==> src/rtl/pwr_fault_pkg.sv <==
package pwr_fault_pkg;
  localparam int CODE_W     = 8;
  localparam int NUM_RAILS  = 7;
  localparam int NUM_TEMPS  = 3;
  localparam int NUM_CODES  = 16;
  localparam int NUM_DIGITS = CODE_W / 2;
  localparam int THERM_LO   = 5;
  localparam int THERM_HI   = THERM_LO + NUM_TEMPS - 1;
  localparam int CODE_SENSOR_LOST = 4;
  localparam int CODE_CLKDEV_LOST = 11;
  localparam int CODE_TEMP_ZERO   = 12;

  function automatic int rail_code(int idx);
    case (idx)
      0: return 1;
      1: return 2;
      2: return 3;
      3: return 11;
      4: return 13;
      5: return 14;
      default: return 15;
    endcase
  endfunction

  function automatic logic is_thermal(int c);
    return (c >= THERM_LO) && (c <= THERM_HI);
  endfunction
endpackage

==> src/rtl/pfm_pg_sync.sv <==
module pfm_pg_sync #(
  parameter int W = 7
) (
  input  logic         clk_i,
  input  logic         rst_ni,
  input  logic [W-1:0] d_i,
  output logic [W-1:0] q_o
);
  logic [W-1:0] s1_q, s2_q;

  // reset to "good" so a cold start raises nothing
  always_ff @(posedge clk_i or negedge rst_ni) begin
    if (!rst_ni) begin
      s1_q <= '1;
      s2_q <= '1;
    end else begin
      s1_q <= d_i;
      s2_q <= s1_q;
    end
  end

  assign q_o = s2_q;
endmodule

==> src/rtl/pfm_detect.sv <==
module pfm_detect
  import pwr_fault_pkg::*;
#(
  parameter int TEMP_W = 8
) (
  input  logic                             en_i,
  input  logic [NUM_RAILS-1:0]             pg_s_i,
  input  logic [NUM_TEMPS-1:0][TEMP_W-1:0] temp_i,
  input  logic [NUM_TEMPS-1:0][TEMP_W-1:0] trip_i,
  input  logic                             temp_vld_i,
  input  logic                             sens_err_i,
  input  logic                             clkdev_err_i,
  output logic [NUM_CODES-1:0]             req_o
);
  logic [NUM_TEMPS-1:0] over;
  logic                 all_zero;

  for (genvar t = 0; t < NUM_TEMPS; t++) begin : g_cmp
    assign over[t] = temp_i[t] > trip_i[t];
  end

  assign all_zero = ~|temp_i;

  always_comb begin
    req_o = '0;
    if (en_i) begin
      for (int r = 0; r < NUM_RAILS; r++)
        if (!pg_s_i[r]) req_o[rail_code(r)] = 1'b1;
      if (temp_vld_i) begin
        for (int t = 0; t < NUM_TEMPS; t++)
          if (over[t]) req_o[THERM_LO + t] = 1'b1;
        if (all_zero) req_o[CODE_TEMP_ZERO] = 1'b1;
      end
      if (sens_err_i)   req_o[CODE_SENSOR_LOST] = 1'b1;
      if (clkdev_err_i) req_o[CODE_CLKDEV_LOST] = 1'b1;
    end
  end
endmodule

==> src/rtl/pfm_pick.sv <==
module pfm_pick
  import pwr_fault_pkg::*;
(
  input  logic [NUM_CODES-1:0] req_i,
  output logic                 hit_o,
  output logic [CODE_W-1:0]    code_o,
  output logic                 fatal_o
);
  // descending scans: lowest code is written last; fatal pass overrides thermal
  always_comb begin
    hit_o   = 1'b0;
    code_o  = '0;
    fatal_o = 1'b0;
    for (int i = NUM_CODES - 1; i >= 0; i--)
      if (req_i[i] && is_thermal(i)) begin
        hit_o   = 1'b1;
        code_o  = CODE_W'(i);
        fatal_o = 1'b0;
      end
    for (int i = NUM_CODES - 1; i >= 0; i--)
      if (req_i[i] && !is_thermal(i)) begin
        hit_o   = 1'b1;
        code_o  = CODE_W'(i);
        fatal_o = 1'b1;
      end
  end
endmodule

==> src/rtl/pwr_fault_mon.sv <==
module pwr_fault_mon
  import pwr_fault_pkg::*;
#(
  parameter int TEMP_W = 8
) (
  input  logic                    clk_i,
  input  logic                    rst_ni,
  input  logic                    en_i,
  input  logic                    clr_i,
  input  logic [NUM_RAILS-1:0]    pg_i,
  input  logic [TEMP_W-1:0]       temp_cpu_i,
  input  logic [TEMP_W-1:0]       temp_gpu_i,
  input  logic [TEMP_W-1:0]       temp_edram_i,
  input  logic [TEMP_W-1:0]       trip_cpu_i,
  input  logic [TEMP_W-1:0]       trip_gpu_i,
  input  logic [TEMP_W-1:0]       trip_edram_i,
  input  logic                    temp_vld_i,
  input  logic                    sens_err_i,
  input  logic                    clkdev_err_i,
  output logic                    fatal_o,
  output logic                    thermal_o,
  output logic [CODE_W-1:0]       code_o,
  output logic [4*NUM_DIGITS-1:0] digits_o
);
  logic [NUM_RAILS-1:0]             pg_s;
  logic [NUM_TEMPS-1:0][TEMP_W-1:0] temps, trips;
  logic [NUM_CODES-1:0]             req;
  logic                             hit, hit_fatal;
  logic [CODE_W-1:0]                hit_code;
  logic                             held_q, fatal_q;
  logic [CODE_W-1:0]                code_q;

  assign temps = {temp_edram_i, temp_gpu_i, temp_cpu_i};
  assign trips = {trip_edram_i, trip_gpu_i, trip_cpu_i};

  pfm_pg_sync #(.W(NUM_RAILS)) i_sync (
    .clk_i  (clk_i),
    .rst_ni (rst_ni),
    .d_i    (pg_i),
    .q_o    (pg_s)
  );

  pfm_detect #(.TEMP_W(TEMP_W)) i_detect (
    .en_i         (en_i),
    .pg_s_i       (pg_s),
    .temp_i       (temps),
    .trip_i       (trips),
    .temp_vld_i   (temp_vld_i),
    .sens_err_i   (sens_err_i),
    .clkdev_err_i (clkdev_err_i),
    .req_o        (req)
  );

  pfm_pick i_pick (
    .req_i   (req),
    .hit_o   (hit),
    .code_o  (hit_code),
    .fatal_o (hit_fatal)
  );

  // first-fault latch; clear wins over a same-cycle fault
  always_ff @(posedge clk_i or negedge rst_ni) begin
    if (!rst_ni) begin
      held_q  <= 1'b0;
      fatal_q <= 1'b0;
      code_q  <= '0;
    end else if (clr_i) begin
      held_q  <= 1'b0;
      fatal_q <= 1'b0;
      code_q  <= '0;
    end else if (!held_q && hit) begin
      held_q  <= 1'b1;
      fatal_q <= hit_fatal;
      code_q  <= hit_code;
    end
  end

  assign fatal_o   = held_q & fatal_q;
  assign thermal_o = held_q & ~fatal_q;
  assign code_o    = code_q;

  for (genvar k = 0; k < NUM_DIGITS; k++) begin : g_digit
    assign digits_o[4*k +: 4] = {2'b00, code_q[2*k +: 2]};
  end
endmodule

==> config.mk <==
export PLATFORM = sky130hd
export DESIGN_NAME = pwr_fault_mon
export DESIGN_NICKNAME = d
export VERILOG_FILES = /design/src/rtl/pwr_fault_pkg.sv /design/src/rtl/pfm_pg_sync.sv /design/src/rtl/pfm_detect.sv /design/src/rtl/pfm_pick.sv /design/src/rtl/pwr_fault_mon.sv
export SDC_FILE = /design/constraint.sdc
export NUM_CORES = 1
export LEC_CHECK = 0
export BUFFER_PORTS_ARGS = -buffer_cell sky130_fd_sc_hd__buf_2
export CORE_MARGIN = 5
export CORE_UTILIZATION = 35
export DETAILED_ROUTE_END_ITERATION = 8
export HOLD_SLACK_MARGIN = 0.08
export PLACE_DENSITY = 0.61
export SYNTH_ARGS = -nofsm -noshare
export SYNTH_HDL_FRONTEND = slang
export SYNTH_HIERARCHICAL = 1
export SYNTH_SLANG_ARGS = --single-unit
==> constraint.sdc <==
create_clock -name clk_i -period 3.66 [get_ports clk_i]
set_input_delay 0.366 -clock clk_i [delete_from_list [all_inputs] [get_ports clk_i]]
set_output_delay 0.366 -clock clk_i [all_outputs]
set_load 0.05 [all_outputs]
# Yosys cells after proc, flatten, opt, wreduce, memory -nomap -nowiden

Cells that the tools add are included.

Register bits: 24
Input port bits: 62
Output and inout bits: 26
Word-level logic and storage cells: 143

$lt $le $gt $ge: 17
Multiplexer cells: 101
Bitwise gates (word level): 9
Reductions and logical operators: 11

Operator list:

| kind                                                                                  | count |
|---|---|
| 32-bit two-way mux                                                                    | 14 |
| 32-bit by 1-bit greater-or-equal comparator with 1-bit output (second input constant) | 7 |
| 32-bit by 6-bit < comparator with 1-bit output (second input constant)                | 7 |
| 16-bit two-way mux                                                                    | 14 |
| 8-bit two-way mux                                                                     | 16 |
| 16-bit OR                                                                             | 6 |
| 1-bit two-way mux                                                                     | 47 |
| 1-bit demux with 4-bit select                                                         | 7 |
| 8-bit > comparator                                                                    | 3 |
| 24-bit OR reduction                                                                   | 1 |
| 3-bit two-way mux                                                                     | 3 |
| 1-bit logical AND                                                                     | 8 |
| 1-bit AND                                                                             | 2 |
| 2-bit nonzero test                                                                    | 1 |
| 1-bit logical NOT                                                                     | 1 |
| 1-bit inverter                                                                        | 1 |

# Longest topological paths before layout

Depth after elaboration: 47
Gate-level depth with buffers: 12
Mapped depth without buffers: 12

# Modules after synthesis

Netlist, hierarchy kept.

By module, submodules not included:

| module        | times used | cells an instance | area an instance (um2) | seq. area each (um2) |
|---|---|---|---|---|
| pfm_detect    | 1          | 111               | 757.0                  | 0.0 |
| pwr_fault_mon | 1          | 62                | 628.1                  | 250.2 |
| pfm_pg_sync   | 1          | 14                | 367.9                  | 367.9 |
| pfm_pick      | 1          | 36                | 210.2                  | 0.0 |

# Least setup slack after synthesis

OpenSTA, ideal clock, no wires.

Kind: input to register
Start: input temp_cpu_i[4]
End: register code_q[0], in the netlist code_o[0]
Library setup time: 0.129 ns
Data arrival time: 1.987 ns
Required time: 3.531 ns
Slack: 1.544 ns
Stages on the path: 8
Path buffers: 1
Path through: or4_4 nor4_2 nor4_1 nor2b_2 nand3_1 buf_4 nor2b_4 o21ai_0

Elaborated cells on any way between the ends: 39
Those cells by class: order compare: 1; mux: 35; reduce/logical: 3

RTL lines:

| what                            | RTL line            | source |
|---|---|---|
| start, declared                 | pwr_fault_mon.sv:11 | `input logic [TEMP_W-1:0] temp_cpu_i,` |
| 24-bit OR reduction             | pfm_detect.sv:22    | `assign all_zero = ~\|temp_i;` |
| 1-bit two-way mux               | pfm_detect.sv:32    | `if (all_zero) req_o[CODE_TEMP_ZERO] = 1'b1;` |
| 1-bit two-way mux               | pfm_detect.sv:29    | `if (temp_vld_i) begin` |
| 16-bit two-way mux              | pfm_detect.sv:26    | `if (en_i) begin` |
| named net req[12]               | pwr_fault_mon.sv:27 | `logic [NUM_CODES-1:0] req;` |
| 1-bit two-way mux (10 in a row) | pfm_pick.sv:21      | `if (req_i[i] && !is_thermal(i)) begin` |
| named net hit                   | pwr_fault_mon.sv:28 | `logic hit, hit_fatal;` |
| 1-bit logical AND               | pwr_fault_mon.sv:71 | `end else if (!held_q && hit) begin` |
| 2-bit nonzero test (no line)    | --                  |  |
| end signal, assigned            | pwr_fault_mon.sv:74 | `code_q <= hit_code;` |
| end, declared                   | pwr_fault_mon.sv:31 | `logic [CODE_W-1:0] code_q;` |

The timed path passes the listed nets, and every way through them passes these cells. The select of a mux whose other input is x is not followed.
A chain may end at the register's enable or synchronous reset.

# Final worst setup path

Start: input temp_cpu_i[4]
End: register code_q[3], in the netlist code_o[3]

Same word-level chain as after synthesis.

==> reports/results.ini <==
[die]
core_um2=5470
io_pins=88
fp-row-count=27
die_area_um2=7210
die_w_um=84.9
initial_core_util_pct=35.9
die_h_um=84.9

[yosys]
yosysSeqAreaShare_pct=31.5
syn_inst=223
async_flop_share_pct=100
synthesis.area_um2=1960
synth-adder-area-share_pct=15.3
synth_ff_type=dfstp_2
synthMuxAreaShare_pct=0
synth_xor_area_share_pct=0
avgSynthCellArea_um2=8.80
synth_edf_count=0
ys_ff_latch=24
synth_compound_area_share_pct=11.5
synth_top_family_by_area=simple AND/OR/NAND/NOR gates
ys_types=31
synthSimpleGateAreaFrac_pct=25.7
yosys_warnings=6

[clock_tree]
clk_pin_slew_worst_paths_ns=0.09
cts_buffers=3
h-tree-depth=1
cts_setup_buffers=0
ctsRootBufferMaster=clkbuf_8
ctsResizeCount=0
cts_tree=done
cts_sinks=24
clockBufferDepth=2
cts_hold_buf=0
clk_latency_ns=0.26

[global_route]
gr-usage-met2_pct=18.7
grt_util_met1_pct=14.2
grt_util_met3_pct=2.14
overflow=0
antenna_found_initial=0
grt_pass1_wl_mm=6.64
grt_max_degree=25
grtUsageTotal_pct=10.9
busiest_layer=met2
grt_pass1_vias=1556

[power_and_ir_drop]
power_mw=0.697
cellPowerDensity_nw_per_um2=295
cellLeakagePower_nw=1.21
vdd_drop_max_mv=0.300

[routing]
via_per_inst=4.49
drt_pass1_iterations=4
final_antenna_net_count=0
wl_per_cell_um=11.2
first_iter_violations=27
vias=1636
drc_errors=0
routed_wl_mm=4.07

[final_layout]
final_common_cell=buf_2
nFillCells=569
finalInstanceArea_um2=2370
drive_above_1_share_pct=35.3
fin_nets=379
area_growth_pct=20.5
antenna-diode-count=0
final_cell_mix=buf_2 (79), inv_1 (28), ha_1 (24)

[sta]
hold_violations=0
worst_pin_slew_ns=0.510
fin_setup_tns_ns=0
worst_slew_margin_rel_pct=66.0
fin_crit_sh_pct=61.9
rsz0062_at_grt=no
setup_viol=0
slew_viol_final=0
fmax_mhz=442
fin_skew_ns=0.00694
fin_crit_ns=2.26

[setup_path]
start_kind=primary input
worstPathRequired_ns=3.81
worstSetupStartpoint=temp_cpu_i[4]
path_class=in2reg
cp_max_fo=11
critPathArrivalTime_ns=2.41
end_kind=register
timing.rr.start=i_sync/q_o[3]$_DFF_PN1_

[run_status]
status=complete, no violations

[placement]
port_buffers=79
gp_congestion=0.816
hpwl_mm=3.41
postPlaceCellArea_um2=2300

[flow_run]
maxCapViolCount=0

[min_path]
hp-class=in2async

-- power breakdown --
part	switching [mW]	internal, mW
registers	0.00722	0.284
clock network	0.0840	0.119
logic	0.127	0.0761
-- final cells by class --
type | instances | area, um2 | area share [%]
tap | 72 | 90.1 | 3.81
multi-input combinational | 157 | 1090 | 46.1
sequential | 24 | 618 | 26.1
inverter | 28 | 105 | 4.44
timing repair buffer | 79 | 395 | 16.7
clock buffer | 4 | 66.3 | 2.80
-- critical path, stage by stage --
cell	delay [ns]
buf_2	0.11
or4_4	0.53
nor4_2	0.38
nor4_1	0.10
nor2b_2	0.18
nand3_1	0.29
nor2b_4	0.32
o21ai_0	0.13
-- routing by layer --
layer	wire, um	vias to the layer above
li1	-	876
met4	32	0
met2	1820	52
met1	1910	706
met3	304	2
met5	0	-
-- worst paths after layout --
| path | cells past startpoint | slack (ns) | endpoint |
|---|---|---|---|
| max in group asynchronous | 1 | 3.23 | i_sync/q_o[4]$_DFF_PN1_ |
| min in group clk_i | 1 | 0.20 | i_sync/s1_q[2]$_DFF_PN1_ |
| max | 8 | 1.40 | code_o[3]$_DFFE_PN0P_ |
| min reg2reg | 0 | 0.36 | i_sync/q_o[3]$_DFF_PN1_ |
| max reg2reg | 6 | 1.45 | code_o[3]$_DFFE_PN0P_ |
| min | 1 | 0.06 | fatal_q$_DFFE_PN0P_ |
-- through the flow --
step           instances  setup slack, ns  hold WS (ns)  util, %
5_1_grt              364             1.20         0.102     43.2
3_5_place_dp         360             1.12         0.347     42.0
2_1_floorplan        236             1.54        0.0704        -
4_1_cts              364             1.39        0.0828     43.2
6_report             364             1.40        0.0580     43.2
3_3_place_gp         360             1.18         0.346     42.0
-- cell usage after synthesis, types with 6 or more instances --
library cell | number | area share [%]
a21oi_1 | 14 | 3.6
buf_4 | 25 | 9.6
dfrtp_1 | 10 | 13
dfstp_2 | 14 | 19
ha_1 | 24 | 15
inv_1 | 28 | 5.4
nand2_1 | 6 | 1.1
nand2b_1 | 10 | 3.2
nand4_1 | 6 | 1.9
nand4bb_1 | 9 | 5.2
nor2_1 | 15 | 2.9
nor2b_1 | 10 | 3.2
nor4_1 | 8 | 2.5
o21ai_0 | 10 | 2.5
-- sequential cells by signal (all words and copies together) (netlist names) --
| signal | flops |
|---|---|
| code_o | 8 |
| fatal_q | 1 |
| held_q | 1 |
| i_sync/s1_q | 7 |
| i_sync/q_o | 7 |
-- cells by family after synthesis --
| family | after synthesis |
|---|---|
| simple gates | 78 |
| buf+inv | 55 |
| compound gates | 39 |
| fa+ha+maj | 24 |
| flops | 24 |
| other cells | 3 |
Power figures use the tool's default switching activity.
